### src/rtl/cache_pkg.sv
package cache_pkg;
  typedef enum logic [1:0] {
    RSP_IDLE  = 2'd0,
    RSP_HIT   = 2'd1,
    RSP_RETRY = 2'd2,
    RSP_FAULT = 2'd3
  } rsp_kind_e;

  typedef enum logic [1:0] {
    NL_DATA  = 2'd0,
    NL_STALL = 2'd1,
    NL_BAD   = 2'd2
  } nl_code_e;
endpackage

### src/rtl/cache_addr_split.sv
module cache_addr_split #(
  parameter int UPPER_W = 30,
  parameter int WORD_W  = 2,
  parameter int IDX_W   = 2
) (
  input  logic [UPPER_W-1:0]              word_addr,
  output logic [UPPER_W-WORD_W-IDX_W-1:0] tag_o,
  output logic [IDX_W-1:0]                idx_o,
  output logic [WORD_W-1:0]               word_o
);
  localparam int TAG_W = UPPER_W - WORD_W - IDX_W;

  assign word_o = word_addr[WORD_W-1:0];
  assign idx_o  = word_addr[WORD_W+IDX_W-1:WORD_W];
  assign tag_o  = word_addr[UPPER_W-1:UPPER_W-TAG_W];
endmodule

### src/rtl/cache_refill_slot.sv
module cache_refill_slot #(
  parameter int CNT_W   = 8,
  parameter int WORD_W  = 2,
  parameter int LATENCY = 3
) (
  input  logic              clk,
  input  logic              rst_n,
  input  logic              start_i,
  input  logic              rsp_data_i,
  input  logic              rsp_stall_i,
  input  logic              rsp_err_i,
  input  logic [CNT_W-1:0]  stall_val_i,
  output logic              pend_o,
  output logic              err_o,
  output logic [CNT_W-1:0]  cnt_o,
  output logic [WORD_W-1:0] wcnt_o,
  output logic              ready_o,
  output logic              done_o
);
  localparam logic [WORD_W-1:0] LAST_WORD = {WORD_W{1'b1}};
  localparam logic [CNT_W-1:0]  ONE       = CNT_W'(1);

  logic              pend_q, pend_d, err_q, err_d, upd;
  logic [CNT_W-1:0]  cnt_q, cnt_d;
  logic [WORD_W-1:0] wcnt_q, wcnt_d;

  assign upd = start_i | pend_q;

  always_comb begin
    pend_d = pend_q;
    err_d  = err_q;
    cnt_d  = cnt_q;
    wcnt_d = wcnt_q;
    if (start_i) begin
      pend_d = 1'b1;
      err_d  = 1'b0;
      cnt_d  = CNT_W'(LATENCY);
      wcnt_d = '0;
    end else if (pend_q) begin
      if (rsp_data_i) begin
        if (wcnt_q == LAST_WORD) pend_d = 1'b0;
        else                     wcnt_d = wcnt_q + 1'b1;
      end else if (rsp_stall_i) begin
        cnt_d = (stall_val_i == '0) ? ONE : stall_val_i;
      end else if (rsp_err_i) begin
        err_d = 1'b1;
      end else if (!err_q && cnt_q > ONE) begin
        cnt_d = cnt_q - 1'b1;
      end
    end
  end

  always_ff @(posedge clk or negedge rst_n) begin
    if (!rst_n) begin
      pend_q <= 1'b0;
      err_q  <= 1'b0;
      cnt_q  <= '0;
      wcnt_q <= '0;
    end else if (upd) begin
      pend_q <= pend_d;
      err_q  <= err_d;
      cnt_q  <= cnt_d;
      wcnt_q <= wcnt_d;
    end
  end

  assign pend_o  = pend_q;
  assign err_o   = err_q;
  assign cnt_o   = cnt_q;
  assign wcnt_o  = wcnt_q;
  assign ready_o = pend_q && !err_q && (cnt_q == ONE);
  assign done_o  = pend_q && !err_q && rsp_data_i && (wcnt_q == LAST_WORD);

  AST_COUNT_STEP: assert property (@(posedge clk) disable iff (!rst_n)
    (pend_q && !err_q && cnt_q > ONE && !start_i && !rsp_stall_i)
      |=> (cnt_q == $past(cnt_q) - 1'b1));
  AST_FILL_RETIRES: assert property (@(posedge clk) disable iff (!rst_n)
    done_o |=> !pend_q);
  AST_FAULT_HOLDS: assert property (@(posedge clk) disable iff (!rst_n)
    (err_q && !start_i) |=> (err_q && pend_q));
  AST_STALL_RELOAD: assert property (@(posedge clk) disable iff (!rst_n)
    (rsp_stall_i && pend_q && !start_i) |=> (cnt_q != '0));
endmodule

### src/rtl/dm_wt_cache.sv
module dm_wt_cache
  import cache_pkg::*;
#(
  parameter int ADDR_W      = 32,
  parameter int DATA_W      = 32,
  parameter int NUM_SETS    = 4,
  parameter int LINE_WORDS  = 4,
  parameter int CNT_W       = 8,
  parameter int NL_LATENCY  = 3
) (
  input  logic              clk,
  input  logic              rst_n,
  input  logic              req_valid,
  input  logic              req_write,
  input  logic [ADDR_W-1:0] req_addr,
  input  logic [DATA_W-1:0] req_wdata,
  output logic [1:0]        rsp_kind,
  output logic [DATA_W-1:0] rsp_rdata,
  output logic [CNT_W-1:0]  rsp_stall,
  output logic              mem_req_valid,
  output logic              mem_req_write,
  output logic [ADDR_W-1:0] mem_req_addr,
  output logic [DATA_W-1:0] mem_req_wdata,
  input  logic              mem_req_ready,
  input  logic              mem_rsp_valid,
  input  logic [1:0]        mem_rsp_code,
  input  logic [DATA_W-1:0] mem_rsp_rdata,
  input  logic [CNT_W-1:0]  mem_rsp_stall
);
  localparam int BYTE_W  = $clog2(DATA_W / 8);
  localparam int WORD_W  = $clog2(LINE_WORDS);
  localparam int IDX_W   = $clog2(NUM_SETS);
  localparam int UPPER_W = ADDR_W - BYTE_W;
  localparam int TAG_W   = UPPER_W - WORD_W - IDX_W;

  // reset: asserted asynchronously, released through two flops
  logic [1:0] rst_sync_q;
  logic       rst_i;
  always_ff @(posedge clk or negedge rst_n) begin
    if (!rst_n) rst_sync_q <= 2'b00;
    else        rst_sync_q <= {rst_sync_q[0], 1'b1};
  end
  assign rst_i = rst_sync_q[1];

  logic [TAG_W-1:0]  r_tag;
  logic [IDX_W-1:0]  r_idx;
  logic [WORD_W-1:0] r_word;

  cache_addr_split #(.UPPER_W(UPPER_W), .WORD_W(WORD_W), .IDX_W(IDX_W)) u_split (
    .word_addr (req_addr[ADDR_W-1:BYTE_W]),
    .tag_o     (r_tag),
    .idx_o     (r_idx),
    .word_o    (r_word)
  );

  logic [NUM_SETS-1:0] valid_q;
  logic [TAG_W-1:0]    tag_q  [NUM_SETS];
  logic [DATA_W-1:0]   data_q [NUM_SETS][LINE_WORDS];
  logic                busy_q;
  logic [IDX_W-1:0]    owner_q;

  logic [NUM_SETS-1:0] pend_v, err_v, ready_v, done_v, start_v;
  logic [NUM_SETS-1:0] rd_v, st_v, bad_v;
  logic [CNT_W-1:0]    cnt_v  [NUM_SETS];
  logic [WORD_W-1:0]   wcnt_v [NUM_SETS];

  for (genvar g = 0; g < NUM_SETS; g++) begin : g_slot
    logic mine;
    assign mine       = mem_rsp_valid && busy_q && (owner_q == IDX_W'(g));
    assign rd_v[g]    = mine && (mem_rsp_code == NL_DATA);
    assign st_v[g]    = mine && (mem_rsp_code == NL_STALL);
    assign bad_v[g]   = mine && (mem_rsp_code == NL_BAD);

    cache_refill_slot #(.CNT_W(CNT_W), .WORD_W(WORD_W), .LATENCY(NL_LATENCY)) u_slot (
      .clk         (clk),
      .rst_n       (rst_i),
      .start_i     (start_v[g]),
      .rsp_data_i  (rd_v[g]),
      .rsp_stall_i (st_v[g]),
      .rsp_err_i   (bad_v[g]),
      .stall_val_i (mem_rsp_stall),
      .pend_o      (pend_v[g]),
      .err_o       (err_v[g]),
      .cnt_o       (cnt_v[g]),
      .wcnt_o      (wcnt_v[g]),
      .ready_o     (ready_v[g]),
      .done_o      (done_v[g])
    );
  end

  // lookup and answer
  rsp_kind_e  kind_d;
  logic [CNT_W-1:0] stall_d;
  logic hit, same_line, wt_ok, wt_go, start_any;

  assign same_line = (tag_q[r_idx] == r_tag);
  assign hit       = valid_q[r_idx] && same_line;
  assign wt_ok     = !busy_q && mem_req_ready;

  always_comb begin
    kind_d    = RSP_IDLE;
    stall_d   = '0;
    start_any = 1'b0;
    wt_go     = 1'b0;
    if (req_valid) begin
      if (hit) begin
        if (!req_write || wt_ok) begin
          kind_d = RSP_HIT;
          wt_go  = req_write;
        end else begin
          kind_d  = RSP_RETRY;
          stall_d = CNT_W'(1);
        end
      end else if (!pend_v[r_idx] || (err_v[r_idx] && !same_line)) begin
        kind_d    = RSP_RETRY;
        stall_d   = CNT_W'(NL_LATENCY);
        start_any = 1'b1;
      end else if (err_v[r_idx]) begin
        kind_d = RSP_FAULT;
      end else begin
        kind_d  = RSP_RETRY;
        stall_d = cnt_v[r_idx];
      end
    end
  end

  always_comb begin
    for (int i = 0; i < NUM_SETS; i++) start_v[i] = start_any && (r_idx == IDX_W'(i));
  end

  assign rsp_kind  = kind_d;
  assign rsp_stall = stall_d;
  assign rsp_rdata = data_q[r_idx][r_word];

  // next-level port: lowest ready set wins, write-through has priority
  logic [IDX_W-1:0] pick;
  logic             any_ready, rf_go, rf_fire;
  always_comb begin
    pick      = '0;
    any_ready = 1'b0;
    for (int i = NUM_SETS - 1; i >= 0; i--) begin
      if (ready_v[i]) begin
        pick      = IDX_W'(i);
        any_ready = 1'b1;
      end
    end
  end

  assign rf_go   = any_ready && !busy_q && !wt_go;
  assign rf_fire = rf_go && mem_req_ready;

  assign mem_req_valid = wt_go || rf_go;
  assign mem_req_write = wt_go;
  assign mem_req_addr  = wt_go ? req_addr
                               : {tag_q[pick], pick, wcnt_v[pick], {BYTE_W{1'b0}}};
  assign mem_req_wdata = req_wdata;

  always_ff @(posedge clk or negedge rst_i) begin
    if (!rst_i) begin
      busy_q  <= 1'b0;
      owner_q <= '0;
    end else begin
      if (rf_fire) begin
        busy_q  <= 1'b1;
        owner_q <= pick;
      end else if (mem_rsp_valid) begin
        busy_q  <= 1'b0;
      end
    end
  end

  always_ff @(posedge clk or negedge rst_i) begin
    if (!rst_i) begin
      valid_q <= '0;
    end else begin
      for (int i = 0; i < NUM_SETS; i++) begin
        if (start_v[i])     valid_q[i] <= 1'b0;
        else if (done_v[i]) valid_q[i] <= 1'b1;
      end
    end
  end

  always_ff @(posedge clk) begin
    if (start_any) tag_q[r_idx] <= r_tag;
  end

  always_ff @(posedge clk) begin
    if (|rd_v) data_q[owner_q][wcnt_v[owner_q]] <= mem_rsp_rdata;
    if (wt_go)  data_q[r_idx][r_word]            <= req_wdata;
  end

  AST_SINGLE_READ: assert property (@(posedge clk) disable iff (!rst_i)
    (mem_req_valid && mem_req_ready && !mem_req_write)
      |=> !(mem_req_valid && !mem_req_write));
  AST_WT_FORWARD: assert property (@(posedge clk) disable iff (!rst_i)
    (req_valid && req_write && rsp_kind == RSP_HIT)
      |-> (mem_req_valid && mem_req_write && mem_req_ready && mem_req_addr == req_addr
           && mem_req_wdata == req_wdata));
  AST_FAULT_INVALID: assert property (@(posedge clk) disable iff (!rst_i)
    (rsp_kind == RSP_FAULT) |-> !valid_q[r_idx]);
  AST_BUSY_WRITE_RETRY: assert property (@(posedge clk) disable iff (!rst_i)
    (req_valid && req_write && busy_q) |-> (rsp_kind != RSP_HIT));
endmodule

### config.mk
export PLATFORM = sky130hd
export DESIGN_NAME = dm_wt_cache
export DESIGN_NICKNAME = d
export VERILOG_FILES = /design/src/rtl/cache_pkg.sv /design/src/rtl/cache_addr_split.sv /design/src/rtl/cache_refill_slot.sv /design/src/rtl/dm_wt_cache.sv
export SDC_FILE = /design/constraint.sdc
export NUM_CORES = 1
export LEC_CHECK = 0
export BUFFER_PORTS_ARGS = -buffer_cell sky130_fd_sc_hd__clkbuf_2
export CORE_UTILIZATION = 55
export CTS_BUF_LIST = sky130_fd_sc_hd__clkbuf_4
export CTS_CLUSTER_DIAMETER = 40
export DETAILED_ROUTE_END_ITERATION = 8
export PLACE_DENSITY = 0.77
export SETUP_SLACK_MARGIN = 0.05
export SYNTH_ARGS = -nofsm -noshare
export SYNTH_HDL_FRONTEND = slang
export SYNTH_SLANG_ARGS = --single-unit
### constraint.sdc
create_clock -name clk -period 3.51 [get_ports clk]
set_clock_uncertainty 0.1 [all_clocks]
set_input_delay 0.1755 -clock clk [delete_from_list [all_inputs] [get_ports clk]]
set_output_delay 0.1755 -clock clk [all_outputs]
set_load 0.02 [all_outputs]
Yosys cells after proc, flatten, opt, wreduce, memory -nomap -nowiden --
Memories as Yosys holds them, arrays and structs flattened. Cells that the tools add are included.
Word-level totals: register bits after elaboration 57, bits in latches 0, bits in writable memories 616, memory bits (read-only) 0, input bits 112, output and inout bits 108, logic and storage cells 330, memories kept 2
Operators by class: add/subtract/negate cells 8, multiply operators 0, div/mod/pow operators 0, order comparisons 12, equal/unequal tests 33, shift operators 0, muxes and demuxes 143, bitwise operators 9, reduce and logical (&&, ||, !) cells 100
Memory list:
- data_q | words 4, width 128, rd ports 1, clocked after memory_dff 0, wr ports 1, line dm_wt_cache.sv:58 | logic [DATA_W-1:0] data_q [NUM_SETS][LINE_WORDS];
- tag_q | words 4, width 26, rd ports 2, clocked after memory_dff 0, wr ports 1, line dm_wt_cache.sv:57 | logic [TAG_W-1:0] tag_q [NUM_SETS];
Operator list (number):
- $mux W128 | 4
- $mux W8 | 31
- $mux W32 | 5
- $demux W32 S2 | 2
- $reduce_or A128 Y1 | 1
- $mux W1 | 66
- $bmux W32 S2 | 1
- $mux W2 | 28
- $logic_and A1 B1 Y1 | 49
- $reduce_and A5 Y1 | 8
- $reduce_bool A2 Y1 | 17
- $eq A8 B1 Y1 const B | 4
- $gt A8 B1 Y1 const B | 4
- $sub A8 B1 Y8 const B | 4
- $eq A26 B26 Y1 | 1
- $ne A2 B1 Y1 const B | 12
- $eq A2 B2 Y1 const B | 9
- $bmux W8 S2 | 1
- $reduce_and A4 Y1 | 4
- $ge A3 B3 Y1 const B | 5
- $not A2 Y3 | 5
- $ne A3 B1 Y1 const B | 4
- $reduce_bool A3 Y1 | 4
- $logic_not A1 Y1 | 9
- other kinds (11) | 27

Longest topological paths before layout --
Gate-level depths: netlist of the first run.
word-level depth 12, depth in mapped cells 12, depth with buffers taken out 9

Modules after synthesis --
From an unflattened synthesis of the first run, not the netlist that was laid out.
Unflattened totals: cells, all modules 1547, area total of the unflattened synthesis 29554.6 µm²
By module, submodules not included:
- dm_wt_cache | times used 1, cells each 1173, area an instance 26076.3 µm², seq. area each 18723.0 µm²
- cache_refill_slot | times used 4, cells each 86, area an instance 813.3 µm², seq. area each 300.3 µm²
- cache_addr_split | times used 1, cells each 30, area an instance 225.2 µm², seq. area each 0.0 µm²

Worst setup path before layout of the first run --
OpenSTA, ideal clock, no wires.
path type input-to-reg, start input port req_addr[4], end memory data_q[1][0] (netlist bit), enable pin, setup time 466 ps, arrival 4502 ps, required time 2944 ps, path slack -1558 ps, cell stages on the path 10, path buffers 3, cells stage by stage buf_4 buf_2 mux4_2 xnor2_1 nand4_1 nor2_1 and4b_1 buf_2 nand2_1 o21ai_0
On the way: cells in the longest elaborated chain, start to end 9, elaborated cells on any way between the ends 12, classes of those cells eq/ne (1); mux (8); reduce/logical (2); memory (1)
RTL lines:
- from (decl) | line dm_wt_cache.sv:15 | input logic [ADDR_W-1:0] req_addr,
- $mem_v2 Z4 W26 or $bmux W1 S2 (tied branches)
- $eq A26 B26 Y1 or $mux W1 (tied branches) | line dm_wt_cache.sv:96, dm_wt_cache.sv:97
- $logic_and A1 B1 Y1 (*) | line dm_wt_cache.sv:97 | assign hit = valid_q[r_idx] && same_line;
- $mux W1 (*) | line dm_wt_cache.sv:106 | if (hit) begin
- $mux W1 (*) | line dm_wt_cache.sv:105 | if (req_valid) begin
- via mem_req_write | line dm_wt_cache.sv:21 | output logic mem_req_write,
- $mux W1 (*) | line dm_wt_cache.sv:189 | if (wt_go) data_q[r_idx][r_word] <= req_wdata;
- $mux W128 (implied by the code) (*) | line dm_wt_cache.sv:189
- $reduce_or A128 Y1 (no line)
- $mux W2 (no line) or $mux W128 (tied branches)
- to (decl) | line dm_wt_cache.sv:58
Mark *: on every way through the listed nets, which the timed path passes. The rest lies on a longest branch. The select of a mux whose other input is x is not followed.

Worst setup path in the final report of the first run --
start register g_slot[2].u_slot.cnt_q[4], end output port mem_req_addr[19]
On the way: cells in the longest elaborated chain, start to end 7
RTL lines:
- from (decl) | line cache_refill_slot.sv:24 | logic [CNT_W-1:0] cnt_q, cnt_d;
- from (signal assigned) | line cache_refill_slot.sv:62 | cnt_q <= cnt_d;
- $eq A8 B1 Y1 | line cache_refill_slot.sv:71 | assign ready_o = pend_q && !err_q && (cnt_q == ONE);
- $logic_and A1 B1 Y1 | line cache_refill_slot.sv:71
- $mux W2 (3 in series) | line dm_wt_cache.sv:142 | if (ready_v[i]) begin
- $mem_v2 Z4 W26
- $mux W32 | line dm_wt_cache.sv:154 | assign mem_req_addr = wt_go ? req_addr
- to (decl) | line dm_wt_cache.sv:22 | output logic [ADDR_W-1:0] mem_req_addr,
Every way passes these cells.

==> metrics.log, run 1 <==
INFO  metric run_status = finished with violations
INFO  metric failed_checks = negative setup slack
INFO  metric grt_pass1_wl = 106.0 mm
INFO  metric post_drt_wl_per_cell = 25.14 µm
INFO  metric worst_ir_drop_vdd = 0.3643 mV
INFO  metric timing.critical_path.to_type = output port
INFO  metric vias = approximately 17000
INFO  metric p_int = about 14000 µW
INFO  metric timing.critical_path.arrival = approximately 3.9 ns
INFO  metric worst_hold_depth = 5
INFO  metric cells_after_synthesis = 1537
INFO  metric grt_pass1_vias = about 18000
INFO  metric design.final.nets = between 2000 and 2500
INFO  metric cts.reportedPaths.clkPinSlew = about 0.070 ns
INFO  metric max_slew_margin = 33.93%
INFO  metric residual_antenna_violating_net_count_after_detailed_routing = 0
INFO  metric tritoncts_clock_tree = built
INFO  metric portBuffers = ~220
INFO  metric critical_path.n_buffers_inverters = 3
INFO  metric power_leakage = around 0.013 µW
INFO  metric dp.cells = 2398
INFO  metric worst-endpoint-required = roughly 3.2 ns
INFO  metric drt_pass1_iterations = 5
INFO  metric synth.distinct_cells = 62
INFO  metric synth.ff_latch_count = between 600 and 700
INFO  metric globalRoute.totalOverflow = 0
INFO  metric avgViaCountPerCell = around 6.1
INFO  metric post-route-period-util = 118.8%
INFO  metric timing.critical_path.slowest_cell_delay = 0.54 ns
INFO  metric share_comb_of_total_power = 18.0%
INFO  metric ctsHtreeMaxLevel = 4
INFO  metric area_delta_synth_final = 22.88%
INFO  metric worst_pin_slew = around 0.99 ns
INFO  metric synth_enable_flop_cells = 616
INFO  metric worstRegToRegCells = 8
INFO  metric mappedNetlistNets = about 1700
INFO  metric worstSetupPathDepth = 9
INFO  metric switching_share = between 20% and 30%
INFO  metric reg2reg_from = busy_q
INFO  metric setup.worst_path.start_class = flip-flop
INFO  metric hpwlAfterDp = between 30 and 40 mm
INFO  metric worst_hold_path_type = primary input to flip-flop
INFO  metric p_seq_share = about half
INFO  metric clk_latency = 1.01 ns
INFO  metric fin_ws = -0.6616 ns
INFO  metric syn_area_per_cell = 18.90 µm²
INFO  metric stdcell_area = about 36000 µm²
INFO  metric yosys_synthesis_warning_count = 0
INFO  metric grt_util_all_layers = a little over a quarter
INFO  metric clock_sink_count = 673
INFO  metric critical-path-top-delay-family = simple AND/OR/NAND/NOR gates
INFO  metric design.die.area = roughly 54000 µm²
INFO  metric rows = 83
INFO  metric worst_min_delay_path_startpoint = req_addr[3]
INFO  metric final_routed_drc_violation_total = 0
INFO  metric synthFlopType = sky130_fd_sc_hd__edfxtp_1
INFO  metric core = approximately 52000 µm²
INFO  metric starting_density = a little under three fifths
INFO  metric ctsLongestPathBuffers = 3
INFO  metric layout-drive-gt1-share = 41.72%
INFO  metric routed_wirelength = between 70 and 80 mm
INFO  metric final_wtd_congestion = slightly below 0.9
INFO  metric worst_setup_path_startpoint = g_slot[2].u_slot.cnt_o[4]
INFO  metric kind_of_critical_path = flip-flop to output port
INFO  metric grt_max_degree = 92
INFO  metric design.portCount = 220
INFO  metric placedInstanceArea = about 31000 µm²
INFO  metric pwr_density_cell = between 500 and 600 nW/µm²
INFO  metric root_buffer = sky130_fd_sc_hd__clkbuf_4
INFO  metric syn-cell-area = between 20000 and 30000 µm²
INFO  metric report.final.setup_viol = 44
INFO  metric cap_viol_max_count = 0
INFO  metric die-height = 231.8 µm
INFO  metric critPathSlowestCell = sky130_fd_sc_hd__or4_4
INFO  metric final-max-slew-violation-count = 0
INFO  metric p_sw = between 5000 and 6000 µW
INFO  metric period_minus_slack = between 4 and 5 ns
INFO  metric power.share.clock = between 30% and 40%
INFO  metric worstPathMaxFanout = 5
INFO  metric setup_repair_after_global_routing_missed_its_margin = yes
INFO  metric sequential_share_of_the_synthesized_area = between 60% and 70%
INFO  metric ys_async_sr_fraction = under 10%
INFO  metric cts_made_buffers = 165
INFO  metric die_width = 231.8 µm
INFO  metric max_freq = roughly 240 MHz
INFO  metric timing.final.hold_violations = 0
INFO  metric grt_antenna_before_repair = 1
INFO  metric layout.cells.non_filler = about 2800
INFO  metric crit_chain = or4_4, or3_4, o21a_4, nor2_4, buf_4, clkbuf_16, mux4_2, mux2_2, clkbuf_2
INFO  metric drt-initial-drc-count = 1630
per-layer routing:
metal	vias up	GRT usage, %	wire length, µm
met1	8915	34.84	26760
met2	943	44.73	36760
met5	-	0	0
met4	0	9.169	1525
li1	7419	-	-
met3	142	6.582	6437
timing repair:
action,CTS,global route
gates resized for setup,67,44
endpoints found under the setup margin,44,149
cloned,1,7
hold buffers,145,0
hold endpoints to repair,1037,0
pin swaps,11,13
setup buffers,6,11
power groups by stage:
stage | registers (µW) | logic, µW | clock network (µW)
after floorplan | 9500 | 2190 | 0
after global placement | 9610 | 2900 | 0
after detailed placement | 9630 | 2990 | 0
after CTS | 9470 | 3340 | 6480
after global routing | 9530 | 3760 | 6910
final | 9490 | 3490 | 6380
synthesized netlist by cell type (all sizes together) (3+ instances only):
cell type,count,area (µm²)
a211o,5,43.79
a211oi,9,82.58
a21o,4,30.03
a21oi,32,160.2
a221o,3,30.03
a22oi,5,37.54
a31oi,10,62.56
a41oi,4,35.03
and2,11,68.82
and3,4,25.02
buf,70,456.7
clkbuf,38,142.6
dfrtp,57,1426
edfxtp,616,18500
ha,12,150.1
inv,20,75.07
mux2,62,698.2
mux2i,7,70.07
mux4,227,5112
nand2,61,229.0
nand2b,8,50.05
nand3,15,80.08
nand3b,3,22.52
nand4,11,68.82
nor2,88,330.3
nor2b,11,68.82
nor3,17,85.08
nor4,10,77.57
o21a,4,30.03
o21ai,39,195.2
o221a,3,33.78
o221ai,3,26.28
o22ai,8,50.05
or2,5,31.28
or3,5,31.28
xnor2,26,227.7
xor2,4,35.03
state kept, by name, summed over array words and instances, names as in the netlist:
signal                flops
busy_q                    1
data_q                  512
g_slot.u_slot.cnt_o      32
g_slot.u_slot.err_o       4
g_slot.u_slot.pend_o      4
g_slot.u_slot.wcnt_o      8
owner_q                   2
rst_sync_q                2
tag_q                   104
valid_q                   4
placed cells by master, fill, tap and decap left out, types with 17 or more instances in the layout:
master                          count
sky130_fd_sc_hd__clkinv_1          27
sky130_fd_sc_hd__mux4_2           227
sky130_fd_sc_hd__dlygate4sd3_1    144
sky130_fd_sc_hd__edfxtp_1         616
sky130_fd_sc_hd__inv_1             20
sky130_fd_sc_hd__mux2_2            46
sky130_fd_sc_hd__nor2_1            85
sky130_fd_sc_hd__nor3_1            17
sky130_fd_sc_hd__clkbuf_4         232
sky130_fd_sc_hd__o21ai_0           31
sky130_fd_sc_hd__a21oi_1           25
sky130_fd_sc_hd__xnor2_1           23
sky130_fd_sc_hd__dfrtp_1           56
sky130_fd_sc_hd__clkbuf_2         190
sky130_fd_sc_hd__buf_12            29
sky130_fd_sc_hd__buf_8             22
sky130_fd_sc_hd__nand2_1           60
sky130_fd_sc_hd__buf_4             49
area by class of cell:
type,count,area [µm²]
flip-flops and latches,673,19930
inverters,21,78.83
clock buffers,231,1734
repair buffers,457,4009
fillers,3214,16030
diodes,1,2.502
clock inverters,45,304.0
well taps,680,850.8
multi-input cells,735,8787
path summary, 6_finish.rpt:
kind,slack [ns],end
min reg2reg,0.25,rst_sync_q[1]
max,-0.66,mem_req_addr[19]
min in group asynchronous,0.32,g_slot[0].u_slot.cnt_o[3]
min,0.12,data_q[1][97]
max in group asynchronous,2.19,g_slot[2].u_slot.cnt_o[0]
max reg2reg,0.13,g_slot[0].u_slot.cnt_o[7]
worst min-delay path: stages:
cell and delay, ns:
sky130_fd_sc_hd__clkbuf_2 0.32, sky130_fd_sc_hd__nor2_1 0.09, sky130_fd_sc_hd__nor2_1 0.19, sky130_fd_sc_hd__a21oi_4 0.06
sky130_fd_sc_hd__buf_12 0.19
kinds of logic after synthesis:
family          Yosys count  share of synthesized area (%)
compound gates          138                          3.101
xor+xnor                 30                         0.9046
fa+ha+maj                12                         0.5169
buf+inv                 129                          2.335
flops                   673                          68.59
mux                     296                          20.25
other cells               1                        0.01291
simple gates            258                          4.290
per-stage QoR:
step | setup slack [ns] | utilization, % | total power, µW | TNS [ns] | hold slack, ns
2_1_floorplan | -0.2495 | - | 11690 | -72.69 | -0.2201
3_5_place_dp | 0.1121 | 60.84 | 12620 | 0 | -0.1361
5_1_grt | -0.7967 | 69.01 | 20190 | -28.07 | 0.06911
3_3_place_gp | 0.1639 | 60.84 | 12510 | 0 | -0.1391
6_report | -0.6616 | 69.01 | 19360 | -21.39 | 0.1220
4_1_cts | -0.7063 | 68.26 | 19290 | -23.76 | 0.03531
(Power assumes the default switching activity.)
==> run 2, diff against run 1 <==
--- a/config.mk
+++ b/config.mk
@@ -11,6 +11,7 @@
 export CTS_CLUSTER_DIAMETER = 40
 export DETAILED_ROUTE_END_ITERATION = 8
 export PLACE_DENSITY = 0.77
+export RECOVER_POWER = 25
 export SETUP_SLACK_MARGIN = 0.05
 export SYNTH_ARGS = -nofsm -noshare
 export SYNTH_HDL_FRONTEND = slang
==> metrics.log, run 2 (same netlist as run 1, synthesis figures left out) <==
INFO  metric pwr_density_cell = 544.1 nW/µm² (+0.29%)
INFO  metric failed_checks = max-capacitance violations, max-slew violations, negative setup slack
INFO  metric design.portCount = 220 (unchanged)
INFO  metric largest_register_ffs = 512 (unchanged)
INFO  metric vias = 17480 (+0.32%)
INFO  metric cts_made_buffers = 165 (unchanged)
INFO  metric drt_pass1_iterations = 6 (+1)
INFO  metric worst_min_delay_path_startpoint = mem_rsp_stall[5]
INFO  metric power_leakage = 0.01230 µW (-1.9%)
INFO  metric met2_usage = 44.73% (unchanged)
INFO  metric max_slew_margin = -19.89% (-54 points)
INFO  metric ctsHtreeMaxLevel = 4 (unchanged)
INFO  metric gr-max-usage-layer = met2
INFO  metric grt_pass1_vias = 18130 (unchanged)
INFO  metric rows = 83 (unchanged)
INFO  metric registers.top_by_ff_count = data_q
INFO  metric tritoncts_clock_tree = built
INFO  metric layout.cells.non_filler = 2843 (unchanged)
INFO  metric place_worst_setup_slack = 0.1121 ns (unchanged)
INFO  metric setup_repair_after_global_routing_missed_its_margin = yes
INFO  metric grt_util_all_layers = 26.91% (unchanged)
INFO  metric period_minus_slack = 4.170 ns (-0.001635 ns)
INFO  metric cap_viol_max_count = 1 (+1)
INFO  metric routed_wirelength = 71.44 mm (about the same)
INFO  metric design.die.area = 53740 µm² (unchanged)
INFO  metric grt_pass1_wl = 106.0 mm (unchanged)
INFO  metric area_delta_synth_final = 22.20%
INFO  metric worstPathMaxFanout = 5 (unchanged)
INFO  metric layout-drive-gt1-share = 38.16% (-3.6 points)
INFO  metric reg2reg_from = tag_q[1][4]
INFO  metric drt-initial-drc-count = 1632 (+0.12%)
INFO  metric placedInstanceArea = 31460 µm² (unchanged)
INFO  metric grt_max_degree = 92 (unchanged)
INFO  metric final_routed_drc_violation_total = 0 (unchanged)
INFO  metric worst-endpoint-required = 3.23 ns (about the same)
INFO  metric grt_use_met1 = 34.84% (unchanged)
INFO  metric worst_ir_drop_vdd = 0.3654 mV (+0.30%)
INFO  metric stdcell_area = 35490 µm² (-0.55%)
INFO  metric hpwlAfterDp = 38.71 mm (unchanged)
INFO  metric die-height = 231.8 µm (unchanged)
INFO  metric worst_setup_path_startpoint = g_slot[2].u_slot.cnt_o[4]
INFO  metric nFillCells = 3264 (+1.6%)
INFO  metric post-route-period-util = 118.8% (about the same)
INFO  metric hold-worst-slack = 0.1183 ns (-0.003610 ns)
INFO  metric timing.critical_path.arrival = 3.89 ns (about the same)
INFO  metric dp.cells = 2398 (unchanged)
INFO  metric residual_antenna_violating_net_count_after_detailed_routing = 0 (unchanged)
INFO  metric worst_hold_path_type = primary input to flip-flop
INFO  metric clk_latency = 1.01 ns (about the same)
INFO  metric die_width = 231.8 µm (unchanged)
INFO  metric design.final.nets = 2177 (unchanged)
INFO  metric fin_ws = -0.6600 ns (+0.001635 ns)
INFO  metric avgViaCountPerCell = 6.147 (+0.32%)
INFO  metric grt_use_met3 = 6.582% (unchanged)
INFO  metric grt_antenna_before_repair = 1 (unchanged)
INFO  metric critPathSlowestCell = sky130_fd_sc_hd__or4_4
INFO  metric worst_pin_slew = 1.798 ns (+0.8073 ns)
INFO  metric timing.critical_path.slowest_cell_delay = 0.54 ns (about the same)
INFO  metric run_status = finished with violations
INFO  metric final_cell_mix = sky130_fd_sc_hd__edfxtp_1 (616), sky130_fd_sc_hd__clkbuf_4 (235), sky130_fd_sc_hd__mux4_2 (227)
INFO  metric max_freq = 239.8 MHz (about the same)
INFO  metric globalRoute.totalOverflow = 0 (unchanged)
INFO  metric starting_density = 56.16% (unchanged)
INFO  metric final_wtd_congestion = 0.8834 (unchanged)
INFO  metric crit_chain = or4_4, or3_4, o21a_4, nor2_4, buf_4, clkbuf_16, mux4_2, mux2_2, clkbuf_2
INFO  metric post_drt_wl_per_cell = 25.13 µm (about the same)
INFO  metric root_buffer = sky130_fd_sc_hd__clkbuf_4
INFO  metric timing.final.hold_violations = 0 (unchanged)
INFO  metric timing.critical_path.to_type = output port
INFO  metric setup.worst_path.start_class = flip-flop
INFO  metric kind_of_critical_path = flip-flop to output port
INFO  metric cts.reportedPaths.clkPinSlew = 0.06 ns (about the same)
INFO  metric final-max-slew-violation-count = 43 (+43)
INFO  metric clock_sink_count = 673 (unchanged)
INFO  metric core = 51720 µm² (unchanged)
INFO  metric final_common_cell = sky130_fd_sc_hd__edfxtp_1
INFO  metric report.final.setup_viol = 46 (+4.5%)
INFO  metric ctsLongestPathBuffers = 3 (unchanged)
INFO  metric portBuffers = 219 (unchanged)
run 2: cell types whose count changed in the layout (fill, tap and decap cells not counted), moves of 2 or more:
cell	previous run	this run
sky130_fd_sc_hd__buf_6	8	10
sky130_fd_sc_hd__a211oi_1	5	8
sky130_fd_sc_hd__a211oi_2	4	1
sky130_fd_sc_hd__clkbuf_1	0	66
sky130_fd_sc_hd__clkbuf_2	190	131
sky130_fd_sc_hd__clkbuf_4	232	235
sky130_fd_sc_hd__buf_12	29	25
sky130_fd_sc_hd__and3_1	1	3
sky130_fd_sc_hd__buf_4	49	42
run 2: per-layer routing:
metal / share of wire [%] / wire length, µm
met5: 0 / 0
met4: 1.9 / 1326
met3: 8.6 / 6117
met2: 51 / 36790
met1: 38 / 27210
run 2: final cells by class:
class                      instances  area [µm²]  area share, %
sequential                       673       19920          56.13
clock inverter                    45       304.0         0.8566
antenna                            1       2.502       0.007050
multi-input combinational        735        8741          24.63
tap                              680       850.8          2.397
timing repair buffer             457        3859          10.87
clock buffer                     231        1734          4.886
inverter                          21       78.83         0.2221
run 2: worst paths after layout:
path / to / slack (ns) / cells past startpoint
hold reg to reg: rst_sync_q[1] / 0.25 / 0
max in group asynchronous: g_slot[2].u_slot.cnt_o[0] / 1.08 / 1
setup / recovery: mem_req_addr[19] / -0.66 / 9
setup reg to reg: g_slot[0].u_slot.cnt_o[7] / -0.16 / 10
min in group asynchronous: rst_sync_q[1] / 0.49 / 4
hold / removal: g_slot[0].u_slot.cnt_o[5] / 0.12 / 4
run 2: power by group:
group          switching (µW)  internal, µW  total (µW)
registers                 422          9070        9490
logic                    1790          1650        3440
clock network            3060          3320        6380
total                    5270         14000       19300
run 2: through the flow:
step,util (%),TNS (ns),total power (µW)
finish,68.63,-23.50,19310
global route,68.63,-32.33,20140
CTS,68.26,-23.76,19290
detailed placement,60.84,0,12620
global placement,60.84,0,12510
floorplan,-,-72.69,11690
run 2: critical path: cells and delay by family (launching register included):
family                 cells  cell delay (ns)
muxes                      2             0.79
and+or+nand+nor            3             1.05
AOI/OAI and AO/OA          1             0.22
buffers and inverters      3             0.48
DFF                        1             0.37
run 2: what timing repair did:
action,in CTS,in global routing
endpoints found under the hold margin,1037,0
gates cloned,1,7
hold buffers,145,0
pin swaps,11,13
setup endpoints to repair,44,149
buffers inserted,6,11
resized for setup,67,44
==> run 3, diff against run 2 <==
--- a/config.mk
+++ b/config.mk
@@ -10,8 +10,7 @@
 export CTS_BUF_LIST = sky130_fd_sc_hd__clkbuf_4
 export CTS_CLUSTER_DIAMETER = 40
 export DETAILED_ROUTE_END_ITERATION = 8
-export PLACE_DENSITY = 0.77
-export RECOVER_POWER = 25
+export PLACE_DENSITY_LB_ADDON = 0.25
 export SETUP_SLACK_MARGIN = 0.05
 export SYNTH_ARGS = -nofsm -noshare
 export SYNTH_HDL_FRONTEND = slang
==> constraint.sdc (replaced) <==
create_clock -name clk -period 4.9 [get_ports clk]
set_clock_uncertainty 0.1 [all_clocks]
set_input_delay 0.245 -clock clk [delete_from_list [all_inputs] [get_ports clk]]
set_output_delay 0.245 -clock clk [all_outputs]
set_load 0.02 [all_outputs]
==> metrics.log, run 3 (same netlist as run 1, synthesis figures left out) <==
INFO  metric report.final.setup_viol = 0 (-100%)
INFO  metric post_layout_util = 66.44% (-2.2 points)
INFO  metric met2_usage = 41.32% (-3.4 points)
INFO  metric timing.critical_path.arrival = 4.22 ns (+0.33 ns)
INFO  metric area_delta_synth_final = 18.30%
INFO  metric clock_sink_count = 673 (unchanged)
INFO  metric final_wtd_congestion = 0.8535 (-3.4%)
INFO  metric cts_made_buffers = 164 (-0.61%)
INFO  metric gr-max-usage-layer = met2
INFO  metric grt_use_met1 = 34.61% (-0.23 points)
INFO  metric portBuffers = 219 (unchanged)
INFO  metric setup.worst_path.start_class = flip-flop
INFO  metric worst_ir_drop_vdd = 0.2362 mV (-35%)
INFO  metric worstPathMaxFanout = 30 (+25)
INFO  metric ctsHtreeMaxLevel = 4 (unchanged)
INFO  metric starting_density = 56.16% (unchanged)
INFO  metric grt_max_degree = 96 (+4.3%)
INFO  metric globalRoute.totalOverflow = 0 (unchanged)
INFO  metric final_routed_drc_violation_total = 0 (unchanged)
INFO  metric worst_pin_slew = 1.232 ns (-0.5666 ns)
INFO  metric clk_latency = 1.01 ns (about the same)
INFO  metric cap_viol_max_count = 0 (-1)
INFO  metric registers.top_by_ff_count = data_q
INFO  metric power_leakage = 0.01191 µW (-3.2%)
INFO  metric grt_pass1_wl = 100.8 mm (-4.8%)
INFO  metric rows = 83 (unchanged)
INFO  metric routed_wirelength = 66.85 mm (-6.4%)
INFO  metric critical_path.n_buffers_inverters = 2 (-1)
INFO  metric period_minus_slack = ~4.6 ns
INFO  metric final-max-slew-violation-count = 0 (-100%)
INFO  metric final_common_cell = sky130_fd_sc_hd__edfxtp_1
INFO  metric worst_hold_path_type = primary input to flip-flop
INFO  metric crit_chain = or4_1, or3_1, o21a_1, nor2_4, buf_6, mux4_2, mux2_2, clkbuf_2
INFO  metric tritoncts_clock_tree = built
INFO  metric kind_of_critical_path = flip-flop to output port
INFO  metric avgViaCountPerCell = 6.024 (-2.0%)
INFO  metric critPathSlowestCell = sky130_fd_sc_hd__mux4_2
INFO  metric pwr_density_cell = 389.6 nW/µm² (-28%)
INFO  metric timing.critical_path.slowest_cell_delay = 0.61 ns (+0.07 ns)
INFO  metric grt_use_met3 = 5.513% (-1.1 points)
INFO  metric largest_register_ffs = 512 (unchanged)
INFO  metric critical-path-top-delay-family = simple AND/OR/NAND/NOR gates
INFO  metric hold-worst-slack = 0.1073 ns (-0.01100 ns)
INFO  metric max_freq = between 200 and 250 MHz
INFO  metric worst_min_delay_path_startpoint = req_addr[5]
INFO  metric final_cell_mix = sky130_fd_sc_hd__edfxtp_1 (616), sky130_fd_sc_hd__mux4_2 (227), sky130_fd_sc_hd__clkbuf_4 (224)
INFO  metric grt_pass1_vias = 17110 (-5.6%)
INFO  metric worst-endpoint-required = 4.55 ns (+1.32 ns)
INFO  metric hpwlAfterDp = 38.02 mm (-1.8%)
INFO  metric die-height = 231.8 µm (unchanged)
INFO  metric residual_antenna_violating_net_count_after_detailed_routing = 0 (unchanged)
INFO  metric post_drt_wl_per_cell = 24.14 µm (-3.9%)
INFO  metric design.die.area = 53740 µm² (unchanged)
INFO  metric cts.reportedPaths.clkPinSlew = 0.06 ns (about the same)
INFO  metric timing.critical_path.to_type = output port
INFO  metric place_worst_setup_slack = 0.8761 ns (+0.7640 ns)
INFO  metric vias = 16680 (-4.5%)
INFO  metric fin_ws = 0.3370 ns (+0.9970 ns)
INFO  metric postCtsSetupBuffers = 0 (-6)
INFO  metric worst_setup_path_startpoint = g_slot[2].u_slot.cnt_o[3]
INFO  metric design.final.nets = 2112 (-3.0%)
INFO  metric die_width = 231.8 µm (unchanged)
INFO  metric ctsLongestPathBuffers = 3 (unchanged)
INFO  metric core = 51720 µm² (unchanged)
INFO  metric grt_antenna_before_repair = 1 (unchanged)
INFO  metric grt_util_all_layers = 25.69% (-1.2 points)
INFO  metric run_status = complete, no violations
INFO  metric design.portCount = 220 (unchanged)
INFO  metric post-route-period-util = ~93%
INFO  metric setup_repair_after_global_routing_missed_its_margin = no
INFO  metric timing.final.hold_violations = 0 (unchanged)
INFO  metric reg2reg_from = tag_q[3][14]
INFO  metric max_slew_margin = 17.88% (+38 points)
INFO  metric drt_pass1_iterations = 5 (-1)
INFO  metric root_buffer = sky130_fd_sc_hd__clkbuf_4
INFO  metric layout-drive-gt1-share = 38.87% (+0.71 points)
INFO  metric drt-initial-drc-count = 1559 (-4.5%)
## run 3: changes by cell type in the layout (fill, tap and decap cells not counted), sizes merged
| cell | previous run | this run |
|---|---|---|
| diode | 1 | 5 |
| bufinv | 4 | 3 |
| inv | 25 | 27 |
| clkbuf | 439 | 441 |
| dlymetal6s4s | 1 | 0 |
| dlygate4sd3 | 144 | 139 |
| clkinv | 35 | 27 |
| buf | 104 | 37 |
## run 3: worst min-delay path, delay by kind of cell
| family | cells | cell delay [ns] |
|---|---|---|
| and+or+nand+nor | 1 | 0.20 |
| muxes | 1 | 0.10 |
| buffers and inverters | 2 | 0.44 |
## run 3: area by class of cell
cell class	count	area [µm²]
clock buffers	224	1682
clock inverters	38	246.5
multi-input cells	735	8646
fillers	3507	17360
flip-flops and latches	673	19930
well taps	680	850.8
repair buffers	393	2920
diodes	5	12.51
inverters	21	78.83
## run 3: final timing paths
path	to	slack (ns)	cells past startpoint
min in group asynchronous	g_slot[3].u_slot.cnt_o[5]	0.29	1
hold / removal	data_q[3][28]	0.11	4
setup / recovery	mem_req_addr[31]	0.34	8
setup reg to reg	data_q[3][32]	0.71	8
max in group asynchronous	g_slot[3].u_slot.cnt_o[2]	3.92	1
hold reg to reg	rst_sync_q[1]	0.25	0
## run 3: where the power goes
part	internal [µW]	leakage, µW	total, µW	switching (µW)
Combinational	1010	0.00451	2190	1180
Sequential	6500	0.00625	6830	324
Clock	2250	0.00115	4380	2120
## run 3: metal layers
layer	vias up	part of all wire, %
met4	0	2.1
li1	7302	-
met5	-	0
met1	8537	40
met2	741	50
met3	101	7.3
## run 3: timing repair
action | 4_1_cts | 5_1_grt
hold buffers | 139 | 0
resized for setup | 0 | 1
endpoints found under the hold margin | 796 | 0
setup endpoints to repair | 0 | 6
## run 3: through the flow
step	setup TNS [ns]	area, µm²	instances	total power [µW]
after global placement	0	31030	2363	8931
after detailed placement	0	31030	2363	8993
after CTS	0	34350	2764	13490
after global routing	0	34350	2765	14000
final	0	34360	2769	13390
after floorplan	-14.71	29050	1537	8371
